--- config.mk ---
export PLATFORM = sky130hd
export DESIGN_NAME = ring_osc_test_ctrl
export DESIGN_NICKNAME = d
export VERILOG_FILES = /design/src/rtl/ptc_pkg.sv /design/src/rtl/ptc_sequencer.sv /design/src/rtl/ptc_loop_steer.sv /design/src/rtl/ring_osc_test_ctrl.sv
export SDC_FILE = /design/constraint.sdc
export NUM_CORES = 1
export LEC_CHECK = 0
export BUFFER_PORTS_ARGS = -buffer_cell sky130_fd_sc_hd__buf_4
export CAP_MARGIN = 0
export CORE_AREA = 2 2 39 41
export CTS_CLUSTER_SIZE = 10
export DETAILED_ROUTE_END_ITERATION = 10
export DIE_AREA = 0 0 41 43
export GPL_ROUTABILITY_DRIVEN = 0
export PLACE_DENSITY = 0.73
export SLEW_MARGIN = 30
export SYNTH_ARGS = -nofsm -noshare
export SYNTH_HDL_FRONTEND = slang
export SYNTH_SLANG_ARGS = --single-unit
--- constraint.sdc ---
create_clock -name clk -period 1.5 [get_ports clk]
set_input_delay 0.075 -clock clk [delete_from_list [all_inputs] [get_ports clk]]
set_output_delay 0.075 -clock clk [all_outputs]
set_load 0.05 [all_outputs]
--- src/rtl/ptc_pkg.sv ---
package ptc_pkg;

    typedef enum logic [2:0] {
        ST_IDLE    = 3'd0,
        ST_HALT    = 3'd1,
        ST_LOOP    = 3'd2,
        ST_MEAS    = 3'd3,
        ST_RESTORE = 3'd4
    } ptc_state_t;

    function automatic logic idx_in_range(input int unsigned idx, input int unsigned limit);
        return idx < limit;
    endfunction

    function automatic logic loop_closed(input ptc_state_t st);
        return (st == ST_LOOP) || (st == ST_MEAS);
    endfunction

endpackage

--- src/rtl/ptc_sequencer.sv ---
module ptc_sequencer
    import ptc_pkg::*;
#(
    parameter int unsigned NUM_PATHS = 6,
    parameter int unsigned IDX_W     = 3
) (
    input  logic             clk,
    input  logic             rst,
    input  logic             test_req,
    input  logic [IDX_W-1:0] path_idx,
    input  logic             mon_done,
    output ptc_state_t       state,
    output logic [IDX_W-1:0] idx_q,
    output logic             mon_start,
    output logic             req_err
);

    always_ff @(posedge clk) begin
        if (rst) begin
            state     <= ST_IDLE;
            idx_q     <= '0;
            mon_start <= 1'b0;
            req_err   <= 1'b0;
        end else begin
            mon_start <= 1'b0;
            req_err   <= 1'b0;
            case (state)
                ST_IDLE: begin
                    if (test_req) begin
                        if (idx_in_range(32'(path_idx), NUM_PATHS)) begin
                            idx_q <= path_idx;
                            state <= ST_HALT;
                        end else begin
                            req_err <= 1'b1;
                        end
                    end
                end
                ST_HALT: state <= ST_LOOP;
                ST_LOOP: begin
                    state     <= ST_MEAS;
                    mon_start <= 1'b1;
                end
                ST_MEAS: begin
                    if (mon_done) state <= ST_RESTORE;
                end
                ST_RESTORE: state <= ST_IDLE;
                default: state <= ST_IDLE;
            endcase
        end
    end


    start_pulse_chk: assert property (@(posedge clk) disable iff (rst)
        mon_start |=> !mon_start);


    err_idle_chk: assert property (@(posedge clk) disable iff (rst)
        req_err |-> (state == ST_IDLE));

endmodule

--- src/rtl/ptc_loop_steer.sv ---
module ptc_loop_steer #(
    parameter int unsigned NUM_PATHS = 6,
    parameter int unsigned IDX_W     = 3
) (
    input  logic                 active,
    input  logic [IDX_W-1:0]     idx,
    input  logic [NUM_PATHS-1:0] path_inverting,
    output logic [NUM_PATHS-1:0] loop_sel,
    output logic                 fb_invert,
    output logic [IDX_W-1:0]     mon_sel
);

    for (genvar g = 0; g < NUM_PATHS; g++) begin : g_path
        assign loop_sel[g] = active && (idx == IDX_W'(g));
    end

    assign fb_invert = |(loop_sel & ~path_inverting);
    assign mon_sel   = active ? idx : '0;


    loop_onehot_chk: assert final ($onehot0(loop_sel));

endmodule

--- src/rtl/ring_osc_test_ctrl.sv ---
module ring_osc_test_ctrl
    import ptc_pkg::*;
#(
    parameter int unsigned NUM_PATHS = 6,
    localparam int unsigned IDX_W    = (NUM_PATHS > 1) ? $clog2(NUM_PATHS) : 1
) (
    input  logic                 clk,
    input  logic                 rst,
    input  logic                 test_req,
    input  logic [IDX_W-1:0]     path_idx,
    input  logic [NUM_PATHS-1:0] path_inverting,
    input  logic                 mon_done,
    output logic                 clk_en,
    output logic [NUM_PATHS-1:0] loop_sel,
    output logic                 fb_invert,
    output logic [IDX_W-1:0]     mon_sel,
    output logic                 mon_start,
    output logic                 req_err
);

    ptc_state_t       state;
    logic [IDX_W-1:0] idx_q;

    ptc_sequencer #(.NUM_PATHS(NUM_PATHS), .IDX_W(IDX_W)) i_seq (
        .clk       (clk),
        .rst       (rst),
        .test_req  (test_req),
        .path_idx  (path_idx),
        .mon_done  (mon_done),
        .state     (state),
        .idx_q     (idx_q),
        .mon_start (mon_start),
        .req_err   (req_err)
    );

    ptc_loop_steer #(.NUM_PATHS(NUM_PATHS), .IDX_W(IDX_W)) i_steer (
        .active         (loop_closed(state)),
        .idx            (idx_q),
        .path_inverting (path_inverting),
        .loop_sel       (loop_sel),
        .fb_invert      (fb_invert),
        .mon_sel        (mon_sel)
    );

    assign clk_en = (state == ST_IDLE);


    gated_while_looped_chk: assert property (@(posedge clk) disable iff (rst)
        (|loop_sel) |-> !clk_en);


    ungate_after_open_chk: assert property (@(posedge clk) disable iff (rst)
        $rose(clk_en) |-> (loop_sel == '0) && ($past(loop_sel) == '0));


    hold_loop_chk: assert property (@(posedge clk) disable iff (rst)
        ((|loop_sel) && !mon_done && !mon_start && $past(|loop_sel)) |=> $stable(loop_sel));


    refuse_keeps_clock_chk: assert property (@(posedge clk) disable iff (rst)
        req_err |-> clk_en && (loop_sel == '0));

endmodule

After elaboration in Yosys (flattened, before gate mapping)
Cells that the tools add are included.

operators by class
  magnitude comparators = 1
  equal/unequal tests = 11
  muxes and demuxes = 7
  bitwise gates (word level) = 4
  reduce and logical (&&, ||, !) cells = 13

operators with widths
  kind                                                             count
  3-bit by 2-bit == test with 1-bit output, second input constant  4
  3-bit two-way mux                                                4
  3-bit one-hot mux with 4 select lines                            1
  6-bit bitwise AND                                                1
  3-bit by 1-bit == test with 1-bit output, second input constant  2
  3-bit == test, second input constant                             2
  1-bit logical AND                                                6
  3-bit zero test                                                  2
  6-bit inverter                                                   1
  3-bit AND reduction                                              2
  6-bit OR reduction                                               1
  2-bit != test, second input constant                             2
  3-bit less-than comparator, second input constant                1
  3-bit OR reduction                                               1
  1-bit two-way mux                                                2
  2-bit by 1-bit != test with 1-bit output, second input constant  1
  1-bit inverter                                                   2
  1-bit logical OR                                                 1

word-level totals
  register bits = 8
  input port bits = 13
  output and inout port bits = 13
  logic and storage cells = 40

Logic depth before layout (Yosys ltp)
Gate-level depths: netlist (run 1).

  word-level depth = 5
  mapped depth = 4
  mapped depth without buffers = 3

Hierarchy
Synthesis (run 1) repeated with hierarchy kept, for this count alone.

second synthesis, totals
  cells, all modules = 52
  area total of the unflattened synthesis = 474.2 µm²

modules (own cells, without submodules)
  module              instances  cells an instance  area each (µm²)  seq. area each (µm²)
  ptc_sequencer       1          32                 326.6            160.2
  ptc_loop_steer      1          18                 133.9            0.0
  ring_osc_test_ctrl  1          2                  13.8             0.0

Least setup slack after synthesis (run 1)
OpenSTA, ideal clock, no wires.

  path kind = reg2out
  start point = reg i_seq.state[2]
  end point = out loop_sel[0]
  arrival time = 2.041 ns
  data required time = 1.425 ns
  path slack = -0.616 ns
  cell stages (with the launch flop) = 3
  path buffers = 0
  path through = dfxtp_1 > nand2b_1 > nor4_1

on the way
  word-level cells in the longest chain between the ends = 3
  elaborated cells between the ends (all ways) = 4
  classes of those cells = eq/ne: 2; reduce/logical: 2

RTL lines
  element                                   RTL line                  source
  start, declared                           ptc_sequencer.sv:12       output ptc_state_t state,
  start signal, assigned                    ptc_sequencer.sv:20       state <= ST_IDLE;
  start signal, assigned                    ptc_sequencer.sv:32       state <= ST_HALT;
  start signal, assigned                    ptc_sequencer.sv:38       ST_HALT: state <= ST_LOOP;
  3-bit by 2-bit == test with 1-bit output  ptc_pkg.sv:16             return (st == ST_LOOP) || (st == ST_MEAS);
  1-bit logical OR *                        ptc_pkg.sv:16
  1-bit logical AND *                       ptc_loop_steer.sv:14      assign loop_sel[g] = active && (idx == IDX_W'(g));
  end, declared                             ring_osc_test_ctrl.sv:14  output logic [NUM_PATHS-1:0] loop_sel,

Mark *: on every way between the ends. The rest lies on a longest branch, timed or not.

Worst setup path in the final report (run 1)
  start point = reg i_seq.idx_q[0]
  end point = out fb_invert

on the way
  word-level cells in the longest chain between the ends = 4
  elaborated cells between the ends (all ways) = 14
  classes of those cells = eq/ne: 5; bitwise: 1; reduce/logical: 8

RTL lines
  element                                                           RTL line                  source
  start, declared                                                   ptc_sequencer.sv:13       output logic [IDX_W-1:0] idx_q,
  start signal, assigned                                            ptc_sequencer.sv:31       idx_q <= path_idx;
  3-bit by 1-bit == test with 1-bit output (tied with other cells)  ptc_loop_steer.sv:14
  1-bit logical AND                                                 ptc_loop_steer.sv:14
  6-bit bitwise AND *                                               ptc_loop_steer.sv:17      assign fb_invert = |(loop_sel & ~path_inverting);
  6-bit OR reduction *                                              ptc_loop_steer.sv:17
  end, declared                                                     ring_osc_test_ctrl.sv:15  output logic fb_invert,

Marks and branches as above.

==> results of run 1 <==
-- worst max-delay path: stages, from the launching register on --
cell	delay, ps
dfxtp_2	340
mux4_2	490
o22a_1	180
nor2_2	90
buf_6	160
-- worst paths after layout --
| check | endpoint |
|---|---|
| worst max-delay path | fb_invert |
| worst min-delay path | i_seq.state[2] |
| worst max register to register | i_seq.idx_q[0] |
| worst min register to register | i_seq.state[1] |
-- what timing repair did --
action | 4_1_cts | 5_1_grt
pin swaps | 1 | 0
setup endpoints to repair | 1 | 4
gates resized for setup | 2 | 2
hold endpoints to repair | 0 | 0
buffers inserted | 1 | 0
-- state kept, by name, indices dropped and copies added (netlist names) --
name	count
i_seq.state	3
i_seq.idx_q	3
i_seq.req_err	1
i_seq.mon_start	1
-- routing by layer --
metal / vias up / wire (µm) / track usage, %
met1: 202 / 423 / 14.38
met5: - / 0 / 0
li1: 236 / - / -
met4: 0 / 14 / 4.000
met3: 2 / 107 / 1.571
met2: 20 / 428 / 18.75
-- power breakdown --
group | total, mW | leakage [nW] | internal, mW | switching, mW
Combinational | 0.192 | 0.248 | 0.0906 | 0.101
Clock | 0.161 | 0.0138 | 0.0914 | 0.0698
Sequential | 0.243 | 0.0662 | 0.227 | 0.0161
-- placed cells by master, fill, tap and decap left out, types with 2 or more instances in the layout --
cell | netlist | final
and2_1 | 2 | 2
buf_4 | 1 | 27
clkbuf_4 | 0 | 3
dfxtp_2 | 0 | 2
nor2_1 | 4 | 3
mux2i_1 | 3 | 3
dfxtp_1 | 8 | 6
or2b_2 | 5 | 5
nand2b_1 | 3 | 2
inv_1 | 2 | 2
nor3_1 | 7 | 6
nand2_1 | 2 | 2
-- cells by family (layout without fill, tap and decap cells) --
kind of cell,Yosys count,after routing,share of synthesized area (%)
buffers and inverters,4,33,4.267
AO/OA/AOI/OAI,3,3,4.802
flip-flops,8,8,34.13
multiplexers,5,5,13.60
AND/OR/NAND/NOR,31,31,43.20
-- cell type report --
class | count | area share (%)
Multi-Input combinational cell | 39 | 41.71
Timing Repair Buffer | 28 | 29.23
Sequential cell | 8 | 22.22
Clock buffer | 3 | 3.077
Tap cell | 16 | 2.735
Inverter | 2 | 1.026
-- metrics by stage --
stage               utilization (%)  hold WS [ps]  std cells  setup WS (ps)
finish                        52.89         74.90         96         -71.68
detailed placement            50.09         330.9         92          81.52
global placement              50.09         328.0         92          114.2
floorplan                         -         234.1         51         -287.3
CTS                           52.62         73.05         96         -88.16
global route                  52.89         79.47         96         -137.2
==> reports/qor.yml, run 1 <==
yosys:
  async_flop_share_pct: 0
  yosys-top-cells-area: "dfxtp_1 (34%), or2b_2 (9.3%), nor3_1 (7.5%)"
  synth_cells: 51
  ys_seq_elements: 8
  synth_flop_cell: "dfxtp_1"
  synthTopCellsByCount: "dfxtp_1 (8), nor3_1 (7), or2b_2 (5), nor2_1 (4)"
  yosysMostFrequentCell: "dfxtp_1"
  synth_top_area_cell: "dfxtp_1"
  synth_edf_count: 0
  synthDominantCellAreaShare_pct: 34.13
  ys_seq_area_share_pct: 34.13
  avgSynthCellArea_um2: 9.200
  yosysUniqueCellTypes: 23
  synthesis.nets: 64
  syn-cell-area_um2: 469.2
  yosysWarnings: 0
clocking:
  cts_tree: "done"
  clock_latency_ps: 240
  clock-sinks: 8
  cts_buffers: 3
  clk_pin_slew_ps: 60
  ctsHoldBuffers: 0
  cts_root_buf: "clkbuf_4"
  htree_levels: 1
  cts_max_path_buffers: 2
grt:
  grt_pass1_wl_mm: 1.442
  grt_pass1_vias: 360
  gr-total-overflow: 0
  grtUsageTotal_pct: 11.40
  antenna_found_initial: 0
  grt_max_degree: 12
die:
  ios: 26
  die_x_um: 41
  start_util_pct: 33.91
  die_h_um: 43
  row_count: 14
  die-area_um2: 1763
  core_area_um2: 1384
sta:
  finalCritPeriodShare_pct: 104.8
  period_needed_ps: 1572
  skew_ps: 1.715
  tns_ps: -71.68
  tightestPinTransition_ps: 314.5
  setup_viol: 1
  fin_ws_ps: -71.68
  rsz0062_at_grt: "true"
  timing.fmax_mhz: 636.3
  relSlewSlack_pct: 79.01
  timing.final.max_slew_violations: 0
  hold_viol: 0
run_status:
  status: "finished with violations"
  violations: "negative setup slack"
critical_path:
  ff2ff_setup_slack_ps: 180
  path_class: "flop to output port"
  path_max_fanout: 2
  crit_required_ps: 1420
  cp_data_arrival_time_ps: 1500
  critical_path.startpoint: "i_seq.idx_q[0]"
  worst_r2r_path_depth: 3
  startpoint_type: "flop"
  crit_path_end_kind: "output port"
  worstReg2RegStart: "i_seq.state[0]"
route:
  antenna_left: 0
  drt_iter0_drc: 7
  drcViolationCount: 0
  vias: 460
  avgRoutedWirePerCell_um: 10.14
  wl_um: 973
  routed_via_density: 4.792
  dr.pass1.iters: 4
layout:
  register_area_um2: 162.7
  multi_input_area_um2: 305.3
  final_cell_area_um2: 732.0
  areaGrowthSynthToFinish_pct: 56.00
  n_antenna_cell: 0
  fillers: 139
  layout-drive-gt1-share_pct: 57.50
  finish.net_count: 95
pwr:
  p_leak_nw: 0.3275
  peakVddDrop_uv: 355.8
  p_per_area_nw_per_um2: 815.0
  power.total_uw: 596.5
job:
  cap_violations: 0
place:
  dpl-instance-area_um2: 693.2
  portBuffers: 25
  hpwl_um: 778.8
worst_hold_path:
  worstHoldPathType: "input pin to flop"
  hold_start: "rst"
  holdPathStages: 2
(Power assumes the default switching activity.)
==> run 2, diff against run 1 <==
ABC_AREA = 1   (was default)
PLACE_DENSITY = 0.76   (was 0.73)
==> reports/qor.yml, run 2 <==
die:
  core_area_um2: 1384  # unchanged
  die_x_um: 41  # unchanged
  die-area_um2: 1763  # unchanged
  ios: 26  # unchanged
  row_count: 14  # unchanged
  start_util_pct: 36.44  # +2.5 points
  die_h_um: 43  # unchanged
layout:
  areaGrowthSynthToFinish_pct: 58.81
  largest_registers: "i_seq.idx_q: 3 flops, i_seq.state: 3 flops"
  n_antenna_cell: 0  # unchanged
  fillers: 148  # +6.5%
  finish.net_count: 126  # +33%
  multi_input_area_um2: 300.3  # -1.6%
  layout-drive-gt1-share_pct: 45.05  # -12 points
  final_cell_mix: "buf_4 (27), nor2_1 (19), inv_1 (13)"
  final_common_cell: "buf_4"
  utilization_pct: 57.87  # +5.0 points
  register_area_um2: 167.7  # +3.1%
yosys:
  synth_fa_ha_area_share_pct: 0  # unchanged
  yosysMostFrequentCell: "nor2_1"
  synthesis.nets: 92  # +44%
  yosysUniqueCellTypes: 19  # -17%
  synth_top_family_by_area: "simple AND/OR/NAND/NOR gates"
  synth_compound_area_share_pct: 6.203  # +1.4 points
  syn-cell-area_um2: 504.2  # +7.5%
  synthDominantCellAreaShare_pct: 31.76  # -2.4 points
  synth_edf_count: 0  # unchanged
  yosys-top-cells-area: "dfxtp_1 (32%), nor2_1 (14%), inv_1 (9.7%)"
  avgSynthCellArea_um2: 6.383  # -31%
  synth_top_area_cell: "dfxtp_1"
  synth_xor_area_share_pct: 0  # unchanged
  yosysWarnings: 0  # unchanged
  synthTopCellsByCount: "nor2_1 (19), inv_1 (13), nand2_1 (9), dfxtp_1 (8), nor3_1 (5)"
  async_flop_share_pct: 0  # unchanged
  synth_cells: 79  # +55%
  synth.mux.area_fraction_pct: 0  # -14 points
  ys_seq_elements: 8  # unchanged
  synth_simple_gate_area_share_pct: 49.38  # +6.2 points
  synth_flop_cell: "dfxtp_1"
  ys_seq_area_share_pct: 31.76  # -2.4 points
sta:
  hold_viol: 0  # unchanged
  rsz0062_at_grt: "false"
  finalCritPeriodShare_pct: 94.04  # -11 points
  relSlewSlack_pct: 83.35  # +4.3 points
  tightestPinTransition_ps: 248.9  # -65.62 ps
  timing.fmax_mhz: 708.9  # +11%
  skew_ps: 2.608  # +0.8927 ps
  setup_viol: 0  # -1
  period_needed_ps: 1411  # -161.0 ps
  timing.final.max_slew_violations: 0  # unchanged
  tns_ps: 0  # +71.68 ps
grt:
  grt_busiest_layer: "met2"
  antenna_found_initial: 0  # unchanged
  grt_max_degree: 9  # -3
  grtUsageMet2_pct: 25.62  # +6.9 points
  gr-total-overflow: 0  # unchanged
  grt_pass1_wl_mm: 2.042  # +42%
  met3_usage_pct: 6.806  # +5.2 points
  grt_pass1_vias: 518  # +44%
  grt_use_met1_pct: 20.52  # +6.1 points
  grtUsageTotal_pct: 17.74  # +6.3 points
pwr:
  p_leak_nw: 0.3993  # +22%
  comb_power_share_pct: 39.4  # +7.2 points
  p_sw_uw: 293.5  # +57%
  peakVddDrop_uv: 498.9  # +40%
  internal_power_uw: 424.9  # +3.8%
  p_per_area_nw_per_um2: 897.1  # +10%
  clkPwrFrac_pct: 24.1  # -2.9 points
  swShare_pct: 40.85  # +9.5 points
  seqPwrFrac_pct: 36.4  # -4.4 points
clocking:
  clock_latency_ps: 270  # +30 ps
  cts_buffers: 3  # unchanged
  clock-sinks: 8  # unchanged
  clk_pin_slew_ps: 50  # about the same
  cts_root_buf: "clkbuf_4"
  cts_tree: "done"
  cts_max_path_buffers: 2  # unchanged
  htree_levels: 1  # unchanged
critical_path:
  cp_data_arrival_time_ps: 1340  # -160 ps
  path_max_fanout: 6  # +4
  ff2ff_setup_slack_ps: 480  # +300 ps
  path_class: "flop to output port"
  rr_endpoint: "i_seq.idx_q[1]"
  worst_r2r_path_depth: 6  # +3
  crit_required_ps: 1420  # about the same
  worstReg2RegStart: "i_seq.state[0]"
  crit_path_end_kind: "output port"
  startpoint_type: "flop"
route:
  drcViolationCount: 0  # unchanged
  dr.pass1.iters: 4  # unchanged
  routed_via_density: 4.709  # -1.7%
  wl_mm: 1.283  # +32%
  avgRoutedWirePerCell_um: 10.10  # -0.33%
  antenna_left: 0  # unchanged
  drt_iter0_drc: 10  # +3
  vias: 598  # +30%
run_status:
  status: "completed"
worst_hold_path:
  whs_endpoint: "i_seq.idx_q[0]"
  worstHoldPathType: "input pin to flop"
  holdPathStages: 3  # +1
  hold_start: "path_idx[0]"
job:
  cap_violations: 0  # unchanged
place:
  portBuffers: 25  # unchanged
  hpwl_mm: 1.020  # +31%
## run 2: final cells by class
type / count / area share, %
clock buffer: 3 / 2.812
inverter: 17 / 8.281
multi-input combinational: 54 / 37.50
sequential: 8 / 20.94
tap: 16 / 2.500
timing repair buffer: 29 / 27.97
## run 2: cell families (layout without fill, tap and decap cells)
logic type	Yosys count	in the layout
AO/OA/AOI/OAI	6	6
AND/OR/NAND/NOR	48	48
flip-flops	8	8
buffers and inverters	17	49
## run 2: worst max-delay path, stage by stage (launching register included)
cell,delay (ps)
dfxtp_4,360
inv_4,60
nand2_4,80
nor2_4,150
nand3b_1,80
nand2_1,70
inv_1,30
nand2_1,60
buf_6,150
## run 2: stage by stage
stage | power [mW] | std cells | hold WS, ps | area [µm²] | setup WS (ps)
floorplan | 0.4505 | 79 | 146.7 | 524.3 | 38.68
detailed placement | 0.5321 | 120 | 257.7 | 732.0 | 309.0
global placement | 0.5275 | 120 | 255.0 | 732.0 | 334.5
CTS | 0.7082 | 124 | 39.67 | 764.5 | 29.08
global route | 0.7580 | 127 | 46.75 | 800.8 | 3.063
finish | 0.7184 | 127 | 32.16 | 800.8 | 89.35
## run 2: layer usage
layer | routed length [µm] | part of all wire [%] | vias to the layer above
li1 | - | - | 310
met1 | 532 | 41 | 262
met2 | 621 | 48 | 21
met3 | 89 | 6.9 | 5
met4 | 39 | 3.0 | 0
met5 | 0 | 0 | -
## run 2: how the worst max path moves through the flow
stage / from / to / slack [ps]
final: i_seq.state[2] / fb_invert / 90
after global routing: i_seq.idx_q[0] / loop_sel[1] / 3
after global placement: i_seq.state[1] / fb_invert / 330
after floorplan: i_seq.idx_q[2] / fb_invert / 40
after CTS: i_seq.state[1] / fb_invert / 30
after detailed placement: i_seq.state[1] / fb_invert / 310
## run 2: power groups by stage
stage / Clock, mW / Combinational, mW / Sequential [mW]
after floorplan: 0 / 0.182 / 0.269
after global placement: 0 / 0.265 / 0.263
after detailed placement: 0 / 0.268 / 0.264
after CTS: 0.177 / 0.271 / 0.260
after global routing: 0.186 / 0.307 / 0.265
final: 0.173 / 0.283 / 0.262
## run 2: timing repair
| item | CTS | global route |
|---|---|---|
| setup endpoints to repair | 0 | 5 |
| endpoints found under the hold margin | 2 | 0 |
| hold buffers | 1 | 0 |
| buffers inserted | 0 | 3 |
| gates resized for setup | 0 | 7 |
==> run 3, diff against run 2 <==
clock period = 1.42 ns   (was 1.5 ns; I/O delays follow)
==> reports/qor.yml, run 3 (synthesis results as in run 2) <==
sta:
  rsz0062_at_grt: "true"
  hold_viol: 0  # unchanged
  hold_ws_ps: 34.21  # +2.055 ps
  relSlewSlack_pct: 83.41  # about the same
  timing.final.max_slew_violations: 0  # unchanged
  fin_ws_ps: -13.06  # -102.4 ps
  tns_ps: -13.06  # -13.06 ps
  setup_viol: 1  # +1
  skew_ps: 1.296  # -1.311 ps
  finalCritPeriodShare_pct: 100.9
  timing.fmax_mhz: 697.8
  tightestPinTransition_ps: 246.5  # -2.349 ps
  period_needed_ps: 1433
critical_path:
  startpoint_type: "flop"
  cpPeakStageDelay_ps: 420  # +60 ps
  rr_endpoint: "i_seq.idx_q[2]"
  cp_data_arrival_time_ps: 1360  # +20 ps
  crit_chain: "nand2_8 > nor2_4 > inv_2 > nor3_4 > buf_6"
  cp_top_family: "simple AND/OR/NAND/NOR gates"
  worstReg2RegStart: "i_seq.state[2]"
  path_class: "flop to output port"
  crit_path_end_kind: "output port"
  cpMaxStageDelayCell: "dfxtp_2"
  worst_r2r_path_depth: 7  # +1
  path_max_fanout: 6  # unchanged
  crit_buf_inv: 2  # -1
  ff2ff_setup_slack_ps: 300  # -180 ps
  crit_required_ps: 1350  # -70 ps
clocking:
  cts_buffers: 3  # unchanged
  clk_pin_slew_ps: 60  # about the same
  clock_latency_ps: 260  # about the same
  clock-sinks: 8  # unchanged
  htree_levels: 1  # unchanged
  cts_max_path_buffers: 2  # unchanged
  cts_root_buf: "clkbuf_4"
  cts_tree: "done"
job:
  cap_violations: 0  # unchanged
route:
  wl_mm: 1.485  # +16%
  routed_via_density: 4.705  # about the same
  drt_iter0_drc: 15  # +5
  drcViolationCount: 0  # unchanged
  dr.pass1.iters: 4  # unchanged
  antenna_left: 0  # unchanged
  avgRoutedWirePerCell_um: 11.51  # +14%
  vias: 607  # +1.5%
worst_hold_path:
  hold_start: "path_idx[0]"
  worstHoldPathType: "input pin to flop"
  holdPathStages: 3  # unchanged
  whs_endpoint: "i_seq.idx_q[0]"
die:
  start_util_pct: 36.44  # unchanged
  core_area_um2: 1384  # unchanged
  die-area_um2: 1763  # unchanged
  ios: 26  # unchanged
  row_count: 14  # unchanged
  die_x_um: 41  # unchanged
  die_h_um: 43  # unchanged
place:
  portBuffers: 25  # unchanged
  hpwl_um: 968.2  # -5.1%
layout:
  finish.net_count: 128  # +1.6%
  largest_registers: "i_seq.idx_q: 3 flops, i_seq.state: 3 flops"
  layout-drive-gt1-share_pct: 51.33  # +6.3 points
  register_area_um2: 171.4  # +2.2%
  areaGrowthSynthToFinish_pct: 69.73
  multi_input_area_um2: 325.3  # +8.3%
  final_cell_mix: "buf_4 (27), nor2_1 (16), inv_1 (12)"
  final_common_cell: "buf_4"
  n_antenna_cell: 0  # unchanged
  fillers: 121  # -18%
pwr:
  p_per_area_nw_per_um2: 927.3  # +3.4%
  peakVddDrop_uv: 646.3  # +30%
  p_leak_nw: 0.4145  # +3.8%
  power.total_uw: 793.6  # +10%
grt:
  grt_pass1_wl_mm: 1.794  # -12%
  grt_pass1_vias: 447  # -14%
  grtUsageTotal_pct: 15.52  # -2.2 points
  antenna_found_initial: 0  # unchanged
  gr-total-overflow: 0  # unchanged
  grt_max_degree: 9  # unchanged
run_status:
  status: "finished with violations"
  violations: "negative setup slack"
[run 3: metrics by stage]
stage / worst slack [ps] / cell area, µm² / util (%) / std cells
final: -13.06 / 855.8 / 61.84 / 129
after global routing: -93.87 / 855.8 / 61.84 / 129
after CTS: 0.8363 / 770.7 / 55.70 / 124
after detailed placement: 225.0 / 734.5 / 53.07 / 120
after global placement: 230.3 / 734.5 / 53.07 / 120
after floorplan: -16.89 / 526.8 / - / 79
[run 3: timing repair]
action / in CTS / in global routing
cloned: 0 / 0
setup endpoints to repair: 3 / 6
endpoints found under the hold margin: 2 / 0
gates resized for setup: 3 / 15
pin swaps: 0 / 3
setup buffers: 0 / 5
hold buffers: 1 / 0
[run 3: worst reg2reg max path, delay by kind of cell (launching register included)]
kind / cells / cell delay (ps)
simple gates: 5 / 460
buf+inv: 2 / 190
flops: 1 / 360
[run 3: how the worst max path moves through the flow]
stage                         startpoint           to  slack (ps)  depth (start not counted)
final                     i_seq.state[1]  loop_sel[2]         -10                          5
after detailed placement  i_seq.state[2]    fb_invert         220                          8
after floorplan           i_seq.state[1]  loop_sel[0]         -20                          4
after global routing      i_seq.state[2]  loop_sel[2]         -90                          6
after CTS                 i_seq.idx_q[2]    fb_invert         0.8                          7
after global placement    i_seq.state[2]    fb_invert         230                          8
[run 3: cell type report]
class	instances	area share (%)
Multi-Input combinational cell	54	38.01
Timing Repair Buffer	31	29.24
Sequential cell	8	20.03
Inverter	17	7.749
Clock buffer	3	2.632
Tap cell	16	2.339
[run 3: where the power goes]
group	internal, mW	leakage [nW]	switching, mW
Combinational	0.121	0.333	0.209
Clock	0.0971	0.0138	0.0835
Sequential	0.247	0.0682	0.0357
[run 3: per-layer routing]
metal,track usage [%],routed length (µm),vias to the layer above
met5,0,0,-
met2,22.81,792,20
met1,19.22,587,266
li1,-,-,317
met4,8.000,20,0
met3,5.236,85,4
